**src/rtl/bmalu_pkg.sv**
```systemverilog
package bmalu_pkg;

   localparam int OPW = 6;

   localparam logic [OPW-1:0] OP_XOR_ALT = 6'b000001;
   localparam logic [OPW-1:0] OP_SHL     = 6'b100000;
   localparam logic [OPW-1:0] OP_SHL_REV = 6'b100001;
   localparam logic [OPW-1:0] OP_SHR_A   = 6'b100010;
   localparam logic [OPW-1:0] OP_SHR_B   = 6'b100100;
   localparam logic [OPW-1:0] OP_ROR     = 6'b100110;
   localparam logic [OPW-1:0] OP_MULU    = 6'b101000;
   localparam logic [OPW-1:0] OP_MULS    = 6'b101010;
   localparam logic [OPW-1:0] OP_ADD     = 6'b101100;
   localparam logic [OPW-1:0] OP_SUB     = 6'b101101;
   localparam logic [OPW-1:0] OP_SUB_REV = 6'b101111;
   localparam logic [OPW-1:0] OP_SUB_M1  = 6'b110000;
   localparam logic [OPW-1:0] OP_AND     = 6'b110001;
   localparam logic [OPW-1:0] OP_ANDN    = 6'b110010;
   localparam logic [OPW-1:0] OP_XCLIP   = 6'b110011;
   localparam logic [OPW-1:0] OP_OR      = 6'b110100;
   localparam logic [OPW-1:0] OP_XOR     = 6'b110101;
   localparam logic [OPW-1:0] OP_SEXT    = 6'b111000;
   localparam logic [OPW-1:0] OP_TOPBIT  = 6'b111011;
   localparam logic [OPW-1:0] OP_CMP     = 6'b111100;

   // highest-set-bit finder implementation
   typedef enum logic {
      TOPBIT_SCAN  = 1'b0,
      TOPBIT_HALVE = 1'b1
   } topbit_impl_e;

endpackage

```
**src/rtl/bmalu_topbit.sv**
```systemverilog
module bmalu_topbit
   import bmalu_pkg::*;
#(
   parameter int           WIDTH = 32,
   parameter topbit_impl_e IMPL  = TOPBIT_SCAN,
   localparam int          SHW   = $clog2(WIDTH)
) (
   input  logic [WIDTH-1:0] val_i,
   output logic [SHW-1:0]   idx_o
);

   generate
      if (IMPL == TOPBIT_SCAN) begin : g_scan
         always_comb begin
            idx_o = '0;
            for (int i = 0; i < WIDTH; i++) begin
               if (val_i[i]) idx_o = SHW'(i);
            end
         end
      end else begin : g_halve
         always_comb begin
            logic [WIDTH-1:0] v;
            v     = val_i;
            idx_o = '0;
            for (int k = SHW - 1; k >= 0; k--) begin
               if (|(v >> (1 << k))) begin
                  idx_o[k] = 1'b1;
                  v        = v >> (1 << k);
               end
            end
         end
      end
   endgenerate

endmodule

```
**src/rtl/bmalu_shift.sv**
```systemverilog
module bmalu_shift #(
   parameter int  WIDTH = 32,
   localparam int SHW   = $clog2(WIDTH)
) (
   input  logic [WIDTH-1:0] a_i,
   input  logic [WIDTH-1:0] b_i,
   output logic [WIDTH-1:0] shl_o,
   output logic [WIDTH-1:0] shl_rev_o,
   output logic [WIDTH-1:0] shr_o,
   output logic [WIDTH-1:0] ror_o
);

   logic [SHW-1:0]     cnt_b;
   logic [SHW-1:0]     cnt_a;
   logic [2*WIDTH-1:0] dbl;

   assign cnt_b = b_i[SHW-1:0];
   assign cnt_a = a_i[SHW-1:0];

   always_comb begin
      shl_o     = a_i << cnt_b;
      shl_rev_o = b_i << cnt_a;
      shr_o     = a_i >> cnt_b;
      dbl       = {a_i, a_i} >> cnt_b;
      ror_o     = dbl[WIDTH-1:0];
   end

endmodule

```
**src/rtl/bmalu_arith.sv**
```systemverilog
module bmalu_arith #(
   parameter int WIDTH = 32,
   parameter int MULW  = 24
) (
   input  logic [WIDTH-1:0] a_i,
   input  logic [WIDTH-1:0] b_i,
   output logic [WIDTH-1:0] add_o,
   output logic [WIDTH-1:0] sub_o,
   output logic [WIDTH-1:0] sub_rev_o,
   output logic [WIDTH-1:0] sub_m1_o,
   output logic [WIDTH-1:0] mulu_o,
   output logic [WIDTH-1:0] muls_o
);

   logic [MULW-1:0] prod;

   always_comb begin
      add_o     = a_i + b_i;
      sub_o     = a_i - b_i;
      sub_rev_o = b_i - a_i;
      sub_m1_o  = a_i + ~b_i;
      prod      = a_i[MULW-1:0] * b_i[MULW-1:0];
   end

   generate
      if (MULW == WIDTH) begin : g_full
         assign mulu_o = prod;
         assign muls_o = prod;
      end else begin : g_narrow
         assign mulu_o = {{(WIDTH-MULW){1'b0}}, prod};
         assign muls_o = {{(WIDTH-MULW){prod[MULW-1]}}, prod};
      end
   endgenerate

endmodule

```
**src/rtl/bmalu_bits.sv**
```systemverilog
module bmalu_bits #(
   parameter int  WIDTH = 32,
   localparam int SHW   = $clog2(WIDTH)
) (
   input  logic [WIDTH-1:0] a_i,
   input  logic [WIDTH-1:0] b_i,
   input  logic [SHW-1:0]   top_b_i,
   output logic [WIDTH-1:0] and_o,
   output logic [WIDTH-1:0] or_o,
   output logic [WIDTH-1:0] xor_o,
   output logic [WIDTH-1:0] andn_o,
   output logic [WIDTH-1:0] xclip_o,
   output logic [WIDTH-1:0] sext_o
);

   localparam logic [SHW-1:0] TOP = SHW'(WIDTH - 1);

   logic [WIDTH-1:0] clip_mask;
   logic [WIDTH-1:0] ext_mask;
   logic [SHW-1:0]   ext_pos;
   logic             ext_sign;

   always_comb begin
      and_o     = a_i & b_i;
      or_o      = a_i | b_i;
      xor_o     = a_i ^ b_i;
      andn_o    = a_i & ~b_i;
      clip_mask = {WIDTH{1'b1}} >> (TOP - top_b_i);
      xclip_o   = xor_o & clip_mask;
      ext_pos   = b_i[SHW-1:0];
      ext_mask  = {WIDTH{1'b1}} >> (TOP - ext_pos);
      ext_sign  = a_i[ext_pos];
      sext_o    = (a_i & ext_mask) | (ext_sign ? ~ext_mask : '0);
   end

endmodule

```
**src/rtl/bmalu_core.sv**
```systemverilog
module bmalu_core
   import bmalu_pkg::*;
#(
   parameter int           WIDTH       = 32,
   parameter int           MULW        = 24,
   parameter topbit_impl_e TOPBIT_IMPL = TOPBIT_SCAN,
   localparam int          SHW         = $clog2(WIDTH)
) (
   input  logic [OPW-1:0]   op_i,
   input  logic [WIDTH-1:0] a_i,
   input  logic [WIDTH-1:0] b_i,
   output logic [WIDTH-1:0] res_o,
   output logic             eq_o,
   output logic             ne_o
);

   generate
      if (WIDTH < 8 || (WIDTH & (WIDTH - 1)) != 0) begin : g_bad_width
         $error("bmalu_core: WIDTH must be a power of two, at least 8");
      end
      if (MULW < 2 || MULW > WIDTH) begin : g_bad_mulw
         $error("bmalu_core: MULW must lie in 2..WIDTH");
      end
   endgenerate

   logic [WIDTH-1:0] shl, shl_rev, shr, ror;
   logic [WIDTH-1:0] add, sub, sub_rev, sub_m1, mulu, muls;
   logic [WIDTH-1:0] land, lor, lxor, landn, xclip, sext;
   logic [SHW-1:0]   top_a, top_b;

   bmalu_shift #(.WIDTH(WIDTH)) u_shift (
      .a_i(a_i), .b_i(b_i),
      .shl_o(shl), .shl_rev_o(shl_rev), .shr_o(shr), .ror_o(ror)
   );

   bmalu_arith #(.WIDTH(WIDTH), .MULW(MULW)) u_arith (
      .a_i(a_i), .b_i(b_i),
      .add_o(add), .sub_o(sub), .sub_rev_o(sub_rev), .sub_m1_o(sub_m1),
      .mulu_o(mulu), .muls_o(muls)
   );

   bmalu_topbit #(.WIDTH(WIDTH), .IMPL(TOPBIT_IMPL)) u_top_a (
      .val_i(a_i), .idx_o(top_a)
   );

   bmalu_topbit #(.WIDTH(WIDTH), .IMPL(TOPBIT_IMPL)) u_top_b (
      .val_i(b_i), .idx_o(top_b)
   );

   bmalu_bits #(.WIDTH(WIDTH)) u_bits (
      .a_i(a_i), .b_i(b_i), .top_b_i(top_b),
      .and_o(land), .or_o(lor), .xor_o(lxor), .andn_o(landn),
      .xclip_o(xclip), .sext_o(sext)
   );

   always_comb begin
      unique case (op_i)
         OP_SHL:              res_o = shl;
         OP_SHL_REV:          res_o = shl_rev;
         OP_SHR_A, OP_SHR_B:  res_o = shr;
         OP_ROR:              res_o = ror;
         OP_ADD:              res_o = add;
         OP_SUB:              res_o = sub;
         OP_SUB_REV:          res_o = sub_rev;
         OP_SUB_M1:           res_o = sub_m1;
         OP_MULU:             res_o = mulu;
         OP_MULS:             res_o = muls;
         OP_AND:              res_o = land;
         OP_OR:               res_o = lor;
         OP_XOR, OP_XOR_ALT:  res_o = lxor;
         OP_ANDN:             res_o = landn;
         OP_XCLIP:            res_o = xclip;
         OP_SEXT:             res_o = sext;
         OP_TOPBIT:           res_o = WIDTH'(top_a);
         default:             res_o = '0;
      endcase
   end

   assign eq_o = (a_i == b_i);
   assign ne_o = ~eq_o;

endmodule

```
**config.mk**
```make
export PLATFORM = sky130hd
export DESIGN_NAME = bmalu_core
export DESIGN_NICKNAME = d
export VERILOG_FILES = /design/src/rtl/bmalu_pkg.sv /design/src/rtl/bmalu_topbit.sv /design/src/rtl/bmalu_shift.sv /design/src/rtl/bmalu_arith.sv /design/src/rtl/bmalu_bits.sv /design/src/rtl/bmalu_core.sv
export SDC_FILE = /design/constraint.sdc
export NUM_CORES = 2
export LEC_CHECK = 0
export CAP_MARGIN = 20
export CORE_UTILIZATION = 46
export DETAILED_ROUTE_END_ITERATION = 8
export PLACE_DENSITY_LB_ADDON = 0.1
export SLEW_MARGIN = 5
export SYNTH_ARGS = -nofsm -noshare
export SYNTH_HDL_FRONTEND = slang
export SYNTH_SLANG_ARGS = --single-unit
```
**constraint.sdc**
```tcl
create_clock -name vclk -period 35.1
set_clock_uncertainty 0.05 [all_clocks]
set_input_delay 7.02 -clock vclk [all_inputs]
set_output_delay 7.02 -clock vclk [all_outputs]
set_load 0.005 [all_outputs]
```
==> impl_results.md <==
* XOR/XNOR Fraction of Synth Area at 5.492%
* Most common cell in the netlist: nand2_1
* Worst endpoint required time at 28.03 ns
* Final net count at 3,715
* Synth warn at 0
* Final Cycle Share at 67.21%
* Adder-Cell Fraction of Synth Area at between 20% and 30%
* Row cnt at between 80 and 90
* Mux cell area share after synthesis at 12.06%
* Number of global-route vias before repair at between 20,000 and 30,000
* Layout clock buffers at 0
* # hold bufs at CTS at 0
* Number of library cell types mapped by synthesis at 85
* Fillers at 4,910
* Met3 Use GR at 22.19%
* Hold/Removal Path Class: in2out
* Total congestion overflow at 0
* DIE HEIGHT at 229.0 um
* Synth Area in Compound Gates at 23.53%
* Setup repair bufs after CTS at 0
* Sequential area share after synthesis at 0%
* Syn-to-layout area delta at 7.165%
* Simple-Gate Fraction of Synth Area at 18.97%
* Yosys top cell area share at 18.25%
* # setup viols final at 0
* Avg Cell Area, Syn at roughly 7.3 sq um
* DIE AREA at approximately 52,000 sq um
* Outcome: finished, final reports clean
* RSZ-0062 raised after global routing: no
* Wirelength per Cell at about 36 um
* Main combinational cell family by area after synthesis: adder cells
* FF+latch count at 0
* Synth area leader: fa_1
* Max-Cap Viols at 0
* Largest cells by area after synthesis: fa_1 18%, ha_1 12%, nand2_1 6.2%
* Synth top cells by count: 393 x nand2_1, 350 x inv_1, 281 x nor2_1, 220 x ha_1, 216 x fa_1
* Synthesized Nets at about 3,800
* Syn Inst Count at 3,253
* Fmax at 0.04239 GHz
* Worst setup EP type: output pin
* Crit Path Class: in2out
* CP max FO at 45
* Met2 Resource Use GR at 74.62%
* Via Count at roughly 29,000
* Drt first pass iters at 8
* Slew Viols, Final at 0
* Critical path startpoint category: primary input
* Mapped cell area at 23,700 sq um
* Gpl congestion at 1.134
* Tmin final at 23.59 ns
* DRT iter0 DRCs at 5,223
* Final HPWL DP at ~110,000 um
* Busiest grt layer: met2
* Placeable Area at slightly above 50,000 sq um
* First-pass GRT wire length at 198,900 um
* Worst Path Arrival at 16.52 ns
* Setup tns final at 0 ns
* Detail Route Antenna Nets at 0
* Total Routing Usage GR at 52.49%
* Largest net degree at the start of global routing at 48
* Final Hold Vio Count at 0
* Residual DRC count at 0
* DIE WIDTH at approximately 230 um
* Routed WL at 141,100 um
* Number of port buffers at 104
* Vias per inst at 7.403
* Share of layout cells above drive strength 1 at 8.263%
* Relative slew slack at 13.78%
* Met1 Usage GRT at 64.22%
* Ports at 104
* Post-CTS resize count at 0
* Initial Utilization at 46.94%
* Slew @ Worst Pin at 1.293 ns
* Initial antenna violation count at 18
* Register area at 0 sq um
[cells by family after synthesis]
group,Yosys count
fa+ha+maj,436
buf+inv,617
simple gates,1000
compound gates,836
mux,217
xor+xnor,147
[routing by layer]
metal  routed length, um  up-vias
met4               12550       14
met3               23290      807
li1                    -    11300
met5                 146        -
met2               55990     2779
met1               49100    13900
[critical path, cell delays in order]
cell and delay [ns]:
buf_4 0.33, buf_4 0.41, buf_4 0.45, inv_2 0.07, buf_4 0.35, nor2_1 0.21, fa_1 0.46, fa_1 0.52
fa_1 0.46, fa_1 0.45, fa_1 0.47, fa_1 0.56, fa_1 0.42, ha_1 0.35, a2111o_1 0.40, a211o_1 0.28
a211oi_1 0.39, o31a_1 0.22, nor3_1 0.09, a31oi_1 0.22, xor2_1 0.81, nand4_1 0.66, o2111ai_1 0.29, clkdlybuf4s50_1 0.54
[placed cells by master, fill, tap and decap left out, drive strengths merged, types with 46 or more instances in the layout]
master	n
a21oi	200
fa	216
a31oi	50
mux2	64
inv	354
nand2	393
mux2i	106
o21ai	166
nor2	282
mux4	47
a211oi	46
buf	115
ha	220
nand3	77
clkdlybuf4s50	95
xnor2	118
[path summary, 6_finish.rpt]
path / from / cells after the start / slack (ns) / to
max: b_i[2] / 24 / 11.51 / res_o[28]
min: b_i[2] / 7 / 15.46 / res_o[28]
[through the flow]
stage	std cells	hold slack (ns)	instance area [sq um]	utilization, %	setup WS (ns)
global placement	3878	15.39	25350	50.21	12.02
CTS	3878	15.40	25350	50.21	11.77
floorplan	3253	14.25	23700	-	13.40
global route	3879	15.47	25370	50.25	11.37
finish	3890	15.46	25390	50.30	11.51
detailed placement	3878	15.40	25350	50.21	11.78
[layout make-up]
cell class / instances / area (sq um) / share of cell area (%)
tap: 672 / 840.8 / 3.311
multi-input combinational: 2636 / 21360 / 84.10
antenna: 11 / 27.53 / 0.1084
inverter: 361 / 1355 / 5.336
timing repair buffer: 210 / 1814 / 7.145
